**src/rtl/rcfr_pkg.sv**
```systemverilog
package rcfr_pkg;

  typedef enum logic [1:0] {
    PH_IDLE,
    PH_START,
    PH_BITS
  } rx_phase_t;

  typedef enum logic [1:0] {
    ST_HUNT,
    ST_ARMED,
    ST_RECV
  } asm_state_t;

  typedef struct packed {
    logic [7:0] data;
    logic       par_err;
    logic       stop_err;
  } rx_char_t;

endpackage

```
**src/rtl/rcfr_char_rx.sv**
```systemverilog
module rcfr_char_rx
  import rcfr_pkg::*;
#(
  parameter int CLK_DIV = 1000
) (
  input  logic     clk,
  input  logic     rst,
  input  logic     rx_wire,
  output logic     line_idle_o,
  output logic     done_o,
  output rx_char_t char_o
);

  localparam int CW   = $clog2(CLK_DIV + 1);
  localparam int HALF = CLK_DIV / 2;

  logic [1:0]  sync_q;
  logic        lvl;
  rx_phase_t   ph_q;
  logic [CW-1:0] cnt_q;
  logic [3:0]  bitn_q;
  logic [7:0]  shreg_q;
  logic        par_q;
  logic        stop1_q;

  // wire is inverted: logical level is the complement
  always_ff @(posedge clk) begin
    if (rst) sync_q <= 2'b00;
    else     sync_q <= {sync_q[0], rx_wire};
  end

  assign lvl         = ~sync_q[1];
  assign line_idle_o = lvl;

  always_ff @(posedge clk) begin
    if (rst) begin
      ph_q    <= PH_IDLE;
      cnt_q   <= '0;
      bitn_q  <= '0;
      shreg_q <= '0;
      par_q   <= 1'b0;
      stop1_q <= 1'b0;
      done_o  <= 1'b0;
      char_o  <= '0;
    end else begin
      done_o <= 1'b0;
      case (ph_q)
        PH_IDLE: begin
          if (!lvl) begin
            ph_q  <= PH_START;
            cnt_q <= CW'(HALF - 1);
          end
        end
        PH_START: begin
          if (cnt_q == '0) begin
            if (!lvl) begin
              ph_q   <= PH_BITS;
              cnt_q  <= CW'(CLK_DIV - 1);
              bitn_q <= '0;
            end else begin
              ph_q <= PH_IDLE;
            end
          end else begin
            cnt_q <= cnt_q - 1'b1;
          end
        end
        PH_BITS: begin
          if (cnt_q == '0) begin
            cnt_q  <= CW'(CLK_DIV - 1);
            bitn_q <= bitn_q + 1'b1;
            if (bitn_q < 4'd8) begin
              shreg_q <= {lvl, shreg_q[7:1]};
            end else if (bitn_q == 4'd8) begin
              par_q <= lvl;
            end else if (bitn_q == 4'd9) begin
              stop1_q <= lvl;
            end else begin
              done_o          <= 1'b1;
              char_o.data     <= shreg_q;
              char_o.par_err  <= ^{shreg_q, par_q};
              char_o.stop_err <= !(stop1_q && lvl);
              ph_q            <= PH_IDLE;
            end
          end else begin
            cnt_q <= cnt_q - 1'b1;
          end
        end
        default: ph_q <= PH_IDLE;
      endcase
    end
  end


  done_pulse_chk: assert property (@(posedge clk) disable iff (rst)
    done_o |=> !done_o);

endmodule

```
**src/rtl/rcfr_gap_det.sv**
```systemverilog
module rcfr_gap_det #(
  parameter int IDLE_CYCLES = 25000
) (
  input  logic clk,
  input  logic rst,
  input  logic line_idle_i,
  output logic gap_met_o,
  output logic gap_hit_o
);

  localparam int GW = $clog2(IDLE_CYCLES + 1);
  localparam logic [GW-1:0] LIMIT = GW'(IDLE_CYCLES);

  logic [GW-1:0] cnt_q;

  always_ff @(posedge clk) begin
    if (rst || !line_idle_i) cnt_q <= '0;
    else if (cnt_q != LIMIT) cnt_q <= cnt_q + 1'b1;
  end

  always_ff @(posedge clk) begin
    if (rst) gap_hit_o <= 1'b0;
    else     gap_hit_o <= line_idle_i && (cnt_q == LIMIT - 1'b1);
  end

  assign gap_met_o = (cnt_q == LIMIT);


  gap_hit_chk: assert property (@(posedge clk) disable iff (rst)
    gap_hit_o |-> gap_met_o);


  gap_idle_chk: assert property (@(posedge clk) disable iff (rst)
    gap_met_o |-> $past(line_idle_i));

endmodule

```
**src/rtl/rcfr_frame_asm.sv**
```systemverilog
module rcfr_frame_asm
  import rcfr_pkg::*;
#(
  parameter int         FRAME_BYTES = 25,
  parameter logic [7:0] HDR_BYTE    = 8'h0F,
  parameter logic [7:0] FTR_BYTE    = 8'h00,
  parameter int         CNT_W       = 16,
  localparam int        IW          = $clog2(FRAME_BYTES)
) (
  input  logic             clk,
  input  logic             rst,
  input  logic             char_done_i,
  input  rx_char_t         char_i,
  input  logic             gap_met_i,
  input  logic             gap_hit_i,
  input  logic [IW-1:0]    rd_addr_i,
  output logic [7:0]       rd_data_o,
  output logic [7:0]       byte_data_o,
  output logic             byte_valid_o,
  output logic [IW-1:0]    byte_idx_o,
  output logic             frame_valid_o,
  output logic             lost_o,
  output logic [CNT_W-1:0] frame_count_o
);

  localparam logic [IW-1:0] LAST = IW'(FRAME_BYTES - 1);

  asm_state_t  st_q;
  logic [IW-1:0] idx_q;
  logic [7:0]  mem [FRAME_BYTES];

  logic char_bad, fixed_bad, live, accept, reject, trunc;

  always_comb begin
    char_bad  = char_i.par_err || char_i.stop_err;
    fixed_bad = ((idx_q == '0) && (char_i.data != HDR_BYTE)) ||
                ((idx_q == LAST) && (char_i.data != FTR_BYTE));
    live      = (st_q != ST_HUNT);
    accept    = char_done_i && live && !char_bad && !fixed_bad;
    reject    = char_done_i && live && (char_bad || fixed_bad);
    trunc     = gap_hit_i && (st_q == ST_RECV);
  end

  always_ff @(posedge clk) begin
    if (rst) begin
      st_q          <= ST_HUNT;
      idx_q         <= '0;
      byte_data_o   <= '0;
      byte_valid_o  <= 1'b0;
      byte_idx_o    <= '0;
      frame_valid_o <= 1'b0;
      lost_o        <= 1'b0;
      frame_count_o <= '0;
    end else begin
      byte_valid_o  <= 1'b0;
      frame_valid_o <= 1'b0;
      case (st_q)
        ST_HUNT: begin
          idx_q <= '0;
          if (gap_met_i) st_q <= ST_ARMED;
        end
        default: begin
          if (trunc) begin
            lost_o <= 1'b1;
            idx_q  <= '0;
            st_q   <= ST_ARMED;
          end else if (reject) begin
            lost_o <= 1'b1;
            idx_q  <= '0;
            st_q   <= ST_HUNT;
          end else if (accept) begin
            byte_valid_o <= 1'b1;
            byte_data_o  <= char_i.data;
            byte_idx_o   <= idx_q;
            if (idx_q == LAST) begin
              frame_valid_o <= 1'b1;
              frame_count_o <= frame_count_o + 1'b1;
              lost_o        <= 1'b0;
              idx_q         <= '0;
              st_q          <= ST_HUNT;
            end else begin
              idx_q <= idx_q + 1'b1;
              st_q  <= ST_RECV;
            end
          end
        end
      endcase
    end
  end

  // frame buffer, simple dual port for block RAM inference
  always_ff @(posedge clk) begin
    if (accept) mem[idx_q] <= char_i.data;
    rd_data_o <= mem[rd_addr_i];
  end


  count_step_chk: assert property (@(posedge clk) disable iff (rst)
    frame_valid_o |-> (frame_count_o == $past(frame_count_o) + 1'b1));


  count_hold_chk: assert property (@(posedge clk) disable iff (rst)
    !frame_valid_o |-> $stable(frame_count_o));


  frame_end_chk: assert property (@(posedge clk) disable iff (rst)
    frame_valid_o |-> (byte_valid_o && byte_idx_o == LAST));


  valid_clears_lost_chk: assert property (@(posedge clk) disable iff (rst)
    frame_valid_o |-> !lost_o);


  byte_idx_range_chk: assert property (@(posedge clk) disable iff (rst)
    byte_valid_o |-> (byte_idx_o <= LAST));

endmodule

```
**src/rtl/rc_frame_rx.sv**
```systemverilog
module rc_frame_rx
  import rcfr_pkg::*;
#(
  parameter int         CLK_DIV     = 1000,
  parameter int         IDLE_CYCLES = 25000,
  parameter int         FRAME_BYTES = 25,
  parameter logic [7:0] HDR_BYTE    = 8'h0F,
  parameter logic [7:0] FTR_BYTE    = 8'h00,
  parameter int         CNT_W       = 16,
  localparam int        IW          = $clog2(FRAME_BYTES)
) (
  input  logic             clk,
  input  logic             rst,
  input  logic             rx_wire,
  input  logic [IW-1:0]    rd_addr,
  output logic [7:0]       rd_data,
  output logic [7:0]       byte_data,
  output logic             byte_valid,
  output logic [IW-1:0]    byte_idx,
  output logic             frame_valid,
  output logic             lost_frame,
  output logic [CNT_W-1:0] frame_count
);

  logic     line_idle;
  logic     char_done;
  rx_char_t char_w;
  logic     gap_met;
  logic     gap_hit;

  rcfr_char_rx #(.CLK_DIV(CLK_DIV)) u_char (
    .clk        (clk),
    .rst        (rst),
    .rx_wire    (rx_wire),
    .line_idle_o(line_idle),
    .done_o     (char_done),
    .char_o     (char_w)
  );

  rcfr_gap_det #(.IDLE_CYCLES(IDLE_CYCLES)) u_gap (
    .clk        (clk),
    .rst        (rst),
    .line_idle_i(line_idle),
    .gap_met_o  (gap_met),
    .gap_hit_o  (gap_hit)
  );

  rcfr_frame_asm #(
    .FRAME_BYTES(FRAME_BYTES),
    .HDR_BYTE   (HDR_BYTE),
    .FTR_BYTE   (FTR_BYTE),
    .CNT_W      (CNT_W)
  ) u_asm (
    .clk          (clk),
    .rst          (rst),
    .char_done_i  (char_done),
    .char_i       (char_w),
    .gap_met_i    (gap_met),
    .gap_hit_i    (gap_hit),
    .rd_addr_i    (rd_addr),
    .rd_data_o    (rd_data),
    .byte_data_o  (byte_data),
    .byte_valid_o (byte_valid),
    .byte_idx_o   (byte_idx),
    .frame_valid_o(frame_valid),
    .lost_o       (lost_frame),
    .frame_count_o(frame_count)
  );

endmodule

```
**config.mk**
```make
export PLATFORM = sky130hd
export DESIGN_NAME = rc_frame_rx
export DESIGN_NICKNAME = d
export VERILOG_FILES = /design/src/rtl/rcfr_pkg.sv /design/src/rtl/rcfr_char_rx.sv /design/src/rtl/rcfr_gap_det.sv /design/src/rtl/rcfr_frame_asm.sv /design/src/rtl/rc_frame_rx.sv
export SDC_FILE = /design/constraint.sdc
export NUM_CORES = 1
export LEC_CHECK = 0
export ABC_AREA = 1
export CORE_ASPECT_RATIO = 0.75
export CORE_UTILIZATION = 50
export CTS_CLUSTER_SIZE = 8
export DETAILED_ROUTE_END_ITERATION = 7
export GPL_TIMING_DRIVEN = 0
export PLACE_DENSITY = 0.67
export SLEW_MARGIN = 20
export SYNTH_ARGS = -nofsm -noshare
export SYNTH_HDL_FRONTEND = slang
export SYNTH_SLANG_ARGS = --single-unit
export TNS_END_PERCENT = 20
```
**constraint.sdc**
```tcl
create_clock -name clk -period 2.49 [get_ports clk]
set_input_delay 0.3735 -clock clk [delete_from_list [all_inputs] [get_ports clk]]
set_output_delay 0.3735 -clock clk [all_outputs]
set_load 0.02 [all_outputs]
```
After elaboration in Yosys (flattened, before gate mapping)
Memory sizes are Yosys's and may differ from the RTL's. A register that Yosys moved wholly into a read port is not among the register bits.
Cells that the tools add are included.
W data, S select, Z words.
{"block": "word_totals", "reg_bits": 94, "ramBits": 200, "word_cells": 131, "n_memories": 1}
{"block": "op_classes", "n_addsub": 5, "n_lt_le_gt_ge": 1, "n_eq_ne": 19, "n_mux": 32, "bitwise": 10, "reduce_logical": 42}
{"name": "u_asm.mem", "words": 25, "word_bits": 8, "read_ports": 1, "rd_ports_with_merged_regs": 1, "write_ports": 1, "line": "rcfr_frame_asm.sv:30", "source": "logic [7:0] mem [FRAME_BYTES];"}
{"operator": "$mux W10", "count": 4}
{"operator": "$eq A15 B15 Y1 const B", "count": 2}
{"operator": "$pmux W10 S3", "count": 1}
{"operator": "$mux W2", "count": 13}
{"operator": "$add A16 B1 Y16 const B", "count": 1}
{"operator": "$add A15 B1 Y15 const B", "count": 1}
{"operator": "$ne A15 B15 Y1 const B", "count": 1}
{"operator": "$reduce_and A5 Y1", "count": 3}
{"operator": "$mux W4", "count": 3}
{"operator": "$reduce_and A4 Y1", "count": 3}
{"operator": "$logic_not A10 Y1", "count": 1}
{"operator": "$not A1 Y1", "count": 10}
{"operator": "$reduce_or A5 Y1", "count": 2}
{"operator": "$sub A10 B1 Y10 const B", "count": 1}
{"operator": "$logic_and A1 B1 Y1", "count": 9}
{"operator": "$reduce_and A3 Y1", "count": 3}
{"operator": "$reduce_bool A3 Y1", "count": 3}
{"operator": "$reduce_xor A9 Y1", "count": 1}
{"operator": "$eq A4 B4 Y1 const B", "count": 2}
{"operator": "$mux W1", "count": 8}
{"operator": "$ne A2 B1 Y1 const B", "count": 4}
{"operator": "$ne A2 B2 Y1 const B", "count": 4}
{"operator": "$ne A8 B4 Y1 const B", "count": 1}
{"operator": "$pmux W4 S2", "count": 1}
{"operator": "19 further kinds", "count": 27}

Longest topological paths before layout
Gate-level depths: netlist of the first run.
{"block": "depth", "word_depth": 9, "mapped_depth": 13}

Cells and area by module
Synthesis of the first run repeated with hierarchy kept, for this count alone.
{"block": "unflattened", "cells_unflattened": 1295, "area_unflattened_um2": 12853.6}
{"mod": "rcfr_frame_asm", "n_inst": 1, "cells_each": 879, "area_each_um2": 10028.4}
{"mod": "rcfr_char_rx", "n_inst": 1, "cells_each": 295, "area_each_um2": 1996.9}
{"mod": "rcfr_gap_det", "n_inst": 1, "cells_each": 121, "area_each_um2": 828.3}

Worst setup path after synthesis of the first run
Ideal clock, no wire load.
{"block": "synth_timing", "path_kind": "register to register", "start": "register u_char.char_o[3] (netlist name)", "end": "memory u_asm.mem[4][0], enable pin", "setup_time_ps": 370, "t_arrival_ps": 1876, "slack_ps": 244, "stages_incl_launch_ff": 9, "path_buffers": 0, "synth_period_minus_slack_ps": 2246, "cell_sequence": "dfxtp_1 -> nand2_1 -> nor2_1 -> nand2_1 -> nand2_2 -> nand2_1 -> nor2_2 -> nand2_1 -> nor2_1"}
{"block": "synth_between", "elab_chain_len": 7}
{"element": "from (decl)", "line": "rcfr_char_rx.sv:11", "source": "output rx_char_t char_o"}
{"element": "$ne A8 B4 Y1 or $reduce_bool A8 Y1 (tied branches)", "line": "rcfr_frame_asm.sv:36, rcfr_frame_asm.sv:37"}
{"element": "$logic_and A1 B1 Y1 (on tied branches)", "line": "rcfr_frame_asm.sv:36, rcfr_frame_asm.sv:37"}
{"element": "$logic_or A1 B1 Y1 *", "line": "rcfr_frame_asm.sv:36", "source": "fixed_bad = ((idx_q == '0) && (char_i.data != HDR_BYTE)) ||"}
{"element": "$logic_not A1 Y1 *", "line": "rcfr_frame_asm.sv:39", "source": "accept = char_done_i && live && !char_bad && !fixed_bad;"}
{"element": "$logic_and A1 B1 Y1 *", "line": "rcfr_frame_asm.sv:39"}
{"element": "$mux W1 *", "line": "rcfr_frame_asm.sv:93", "source": "if (accept) mem[idx_q] <= char_i.data;"}
{"element": "$mux W1 (not written as such) *", "line": "rcfr_frame_asm.sv:93"}
{"element": "to (decl)", "line": "rcfr_frame_asm.sv:30"}
Every way passes the cells marked *; elsewhere a longest branch is shown, timed or not.

Final worst setup path of the first run
{"block": "layout_timing", "start": "register u_asm.idx_q[0]", "end": "memory u_asm.mem[1][2], enable pin"}
{"block": "layout_between", "elab_chain_len": 7}
{"element": "from (decl)", "line": "rcfr_frame_asm.sv:29", "source": "logic [IW-1:0] idx_q;"}
{"element": "from (signal assigned)", "line": "rcfr_frame_asm.sv:82", "source": "idx_q <= idx_q + 1'b1;"}
{"element": "$eq A5 B5 Y1 or $logic_not A5 Y1 (tied branches)", "line": "rcfr_frame_asm.sv:37, rcfr_frame_asm.sv:36"}
{"element": "$logic_and A1 B1 Y1 (on tied branches)", "line": "rcfr_frame_asm.sv:37, rcfr_frame_asm.sv:36"}
{"element": "$logic_or A1 B1 Y1", "line": "rcfr_frame_asm.sv:36"}
{"element": "$logic_not A1 Y1", "line": "rcfr_frame_asm.sv:39"}
{"element": "$logic_and A1 B1 Y1", "line": "rcfr_frame_asm.sv:39"}
{"element": "$mux W1", "line": "rcfr_frame_asm.sv:93"}
{"element": "$mux W1 (not written as such)", "line": "rcfr_frame_asm.sv:93"}
Parallel ways exist; a longest one is shown, timed or not.

==> results of run 1 <==
==> metal layers <==
layer / up-vias / wire, um / track usage, %
met5: - / 0 / 0
li1: 4612 / - / -
met1: 4669 / 15400 / 39.1
met2: 497 / 14400 / 37.7
met3: 71 / 3940 / 7.34
met4: 0 / 610 / 5.65
==> critical path, stage by stage (launching register included) <==
cell	delay [ns]
dfxtp_1	0.41
inv_1	0.12
ha_1	0.29
inv_1	0.11
nor2_2	0.05
nand2_4	0.09
inv_2	0.07
o21ai_4	0.08
nand2_1	0.12
nor2_4	0.26
nand2_4	0.21
nor2_4	0.30
==> metrics by stage <==
stage | area, um^2 | setup TNS [ns] | worst slack [ns]
after detailed placement | 13700 | -106.16 | -0.679
after global placement | 13600 | -176.59 | -1.03
after CTS | 15200 | -4.13 | -0.0847
after floorplan | 12800 | 0 | 0.244
final | 15300 | 0 | 0.0329
after global routing | 15300 | -9.89 | -0.107
==> sequential cells by signal (all words and copies together), names as in the netlist, 2 cells and up <==
name,count
u_char.ph_q,2
u_asm.rd_data_o,8
u_char.char_o,10
u_gap.cnt_q,15
u_char.sync_q,2
u_char.bitn_q,4
u_char.cnt_q,10
u_asm.st_q,2
u_asm.idx_q,5
u_asm.mem,200
u_asm.byte_idx_o,5
u_char.shreg_q,8
u_asm.byte_data_o,8
u_asm.frame_count_o,16
==> final cells by class <==
class	count	area share, %
Sequential cell	302	52.7
Buffer	56	1.82
Clock buffer	72	7.95
Inverter	105	2.58
Tap cell	338	2.76
Multi-Input combinational cell	812	27.9
Timing Repair Buffer	57	4.09
Clock inverter	2	0.164
==> power breakdown <==
part | internal (mW) | switching (mW)
clock network | 3.29 | 2.10
logic | 0.484 | 0.937
registers | 5.41 | 0.117
total | 9.19 | 3.16
==> cell families (layout without fill, tap and decap cells) <==
group                      count (synthesis)  after routing  share of synthesized area, %
AOI/OAI and AO/OA                        287            287                          12.5
xor gates and xnor gates                  14             14                         0.959
adders and majority gates                 15             15                          1.47
buffers and inverters                    161            292                          5.26
DFF                                      302            302                          63.0
and+or+nand+nor                          496            496                          16.9
==> synth_stat cells (5+ instances only) <==
cell type	count	area, um^2
a21oi_1	63	315
buf_4	5	37.5
o21ai_0	147	736
nand2_2	6	37.5
xnor2_1	6	52.6
xor2_1	8	70.1
nor3_1	15	75.1
o221ai_1	10	87.6
inv_2	9	33.8
ha_1	15	188
or2_2	5	31.3
nand3_1	55	275
dfxtp_1	102	2040
nand2_1	141	529
o21ai_1	18	90.1
nor2_2	6	37.5
edfxtp_1	200	6010
clkbuf_1	29	109
nand4_1	15	93.8
o211ai_1	26	195
nor2_1	235	882
o22ai_1	14	87.6
inv_1	96	360
buf_2	15	75.1
==> layout by cell type (no fill, tap or decap), drive strengths merged <==
master | Yosys | routed
o21ai | 168 | 168
ha | 15 | 15
or2 | 5 | 5
clkbuf | 29 | 101
nand2 | 149 | 149
a211oi | 2 | 2
nand4 | 15 | 15
nor4 | 4 | 4
dfxtp | 102 | 102
a21o | 1 | 1
o21a | 1 | 1
inv | 105 | 106
clkdlybuf4s50 | 0 | 44
o22ai | 14 | 14
xor2 | 8 | 8
xnor2 | 6 | 6
nand3b | 3 | 3
a21oi | 64 | 64
o211a | 1 | 1
nor2 | 246 | 246
o221ai | 10 | 10
edfxtp | 200 | 200
nor3 | 17 | 17
clkinv | 0 | 1
o211ai | 26 | 26
nand3 | 57 | 57
buf | 27 | 40
==> worst max path at each step <==
stage,start,end,slack [ns],depth (start not counted)
2_1_floorplan,u_char.char_o[3],u_asm.mem[4][0],0.24,8
3_3_place_gp,u_char.char_o[3],u_asm.mem[9][1],-1.03,8
3_5_place_dp,u_char.char_o[9],u_asm.mem[22][2],-0.68,7
4_1_cts,u_asm.idx_q[0],u_asm.mem[12][1],-0.08,11
5_1_grt,u_asm.idx_q[0],u_asm.mem[1][0],-0.11,11
6_report,u_asm.idx_q[0],u_asm.mem[1][2],0.03,11
==> timing repair <==
| item | CTS | global route |
|---|---|---|
| setup buffers | 4 | 9 |
| setup endpoints to repair | 184 | 184 |
| hold endpoints to repair | 0 | 0 |
| pin swaps | 3 | 7 |
| gates cloned | 0 | 0 |
| resized for setup | 56 | 6 |
==> flow_metrics.env, run 1 <==
export IMPL_grt_total_usage_pct=26.2
export IMPL_tightest_slew_ns=0.768
export IMPL_avgSynthCellArea_um2=10.0
export IMPL_status="complete, no violations"
export IMPL_arrival_ns=2.65
export IMPL_fp_row_count=50
export IMPL_timing_rr_end="u_asm.mem[1][2]"
export IMPL_io_buffers=44
export IMPL_power_mw=12.3
export IMPL_clockBufferDepth=3
export IMPL_cellLeakagePower_nw=5.00
export IMPL_final_util_pct=61.2
export IMPL_start_util_pct=51.1
export IMPL_hold_violations=0
export IMPL_htree_num_levels=2
export IMPL_ant_nets=0
export IMPL_antenna_found_initial=0
export IMPL_grt_overflow=0
export IMPL_clk_pin_slew_ns=0.05
export IMPL_vias=9849
export IMPL_async_flop_share_pct=0
export IMPL_cts_tree="done"
export IMPL_core_area_um2=25000
export IMPL_dr_first_iter_drc_count=981
export IMPL_cap_violations=0
export IMPL_synthesis_nets=1298
export IMPL_slew_viol_final=0
export IMPL_root_buffer="clkbuf_16"
export IMPL_fmax_mhz=407
export IMPL_worstHoldPathCells=3
export IMPL_syn2layout_area_growth_pct=19.7
export IMPL_powerDensity_nw_per_um2=807
export IMPL_drt_wirelength_per_cell_um=19.7
export IMPL_n_antenna_cell=0
export IMPL_drt_first_pass_iters=5
export IMPL_hold_end="u_asm.rd_data_o[5]"
export IMPL_timing_final_crit_share_pct=98.7
export IMPL_hold_ws_ns=0.262
export IMPL_multiInputGateArea_um2=4270
export IMPL_final_seq_area_um2=8070
export IMPL_crit_type="reg -> reg"
export IMPL_drc_errors=0
export IMPL_grt_pass1_wl_mm=52.4
export IMPL_ys_seq_area_share_pct=63.0
export IMPL_crit_path_end_kind="register"
export IMPL_slew_headroom_pct=48.8
export IMPL_die_w_um=187
export IMPL_place_hpwl_mm=22.4
export IMPL_die_h_um=140
export IMPL_critPathMaxFanout=8
export IMPL_hold_path_class="in -> reg"
export IMPL_pin_count=48
export IMPL_rr_worst_depth=11
export IMPL_reg2reg_slack_ns=0.03
export IMPL_setup_violations_final=0
export IMPL_cts_sinks=302
export IMPL_fillers=2063
export IMPL_rsz0062_at_grt="true"
export IMPL_min_period_ns=2.46
export IMPL_clock_skew_ns=0.0260
export IMPL_layout_drive_gt1_share_pct=11.6
export IMPL_syn_area_um2=12800
export IMPL_crit_required_ns=2.68
export IMPL_cts_buffers=43
export IMPL_r2r_start="u_asm.idx_q[0]"
export IMPL_synth_warnings=0
export IMPL_synth_edf_count=200
export IMPL_avgViaCountPerCell=5.65
export IMPL_drt_wl_total_mm=34.3
export IMPL_min_from="rd_addr[4]"
export IMPL_cts_hold_buffers=0
export IMPL_grt_max_degree=30
export IMPL_grt_pass1_vias=9208
export IMPL_ys_ff_latch=302
export IMPL_start_kind="register"
export IMPL_synthCells=1275
export IMPL_ir_drop_mv=0.532
export IMPL_netlist_cell_type_count=42
export IMPL_worstSkewPairLatency_ns=0.54
export IMPL_dieArea_um2=26200
export IMPL_fin_cells=1744
export IMPL_layout_nets=1400
export IMPL_synth_main_ff_cell="edfxtp_1"
export IMPL_gp_congestion=0.932
export IMPL_dp_cells=1657
No activity file was read; power rests on OpenSTA's default activity.
==> inputs of run 2 (changes only) <==
--- a/config.mk
+++ b/config.mk
@@ -6,6 +6,7 @@
 export NUM_CORES = 1
 export LEC_CHECK = 0
 export ABC_AREA = 1
+export ABC_CLOCK_PERIOD_IN_PS = 2490
 export CORE_ASPECT_RATIO = 0.75
 export CORE_UTILIZATION = 50
 export CTS_CLUSTER_SIZE = 8
==> results of run 2 <==
The final DEF is identical to that of run 1; final timing and power are the same.
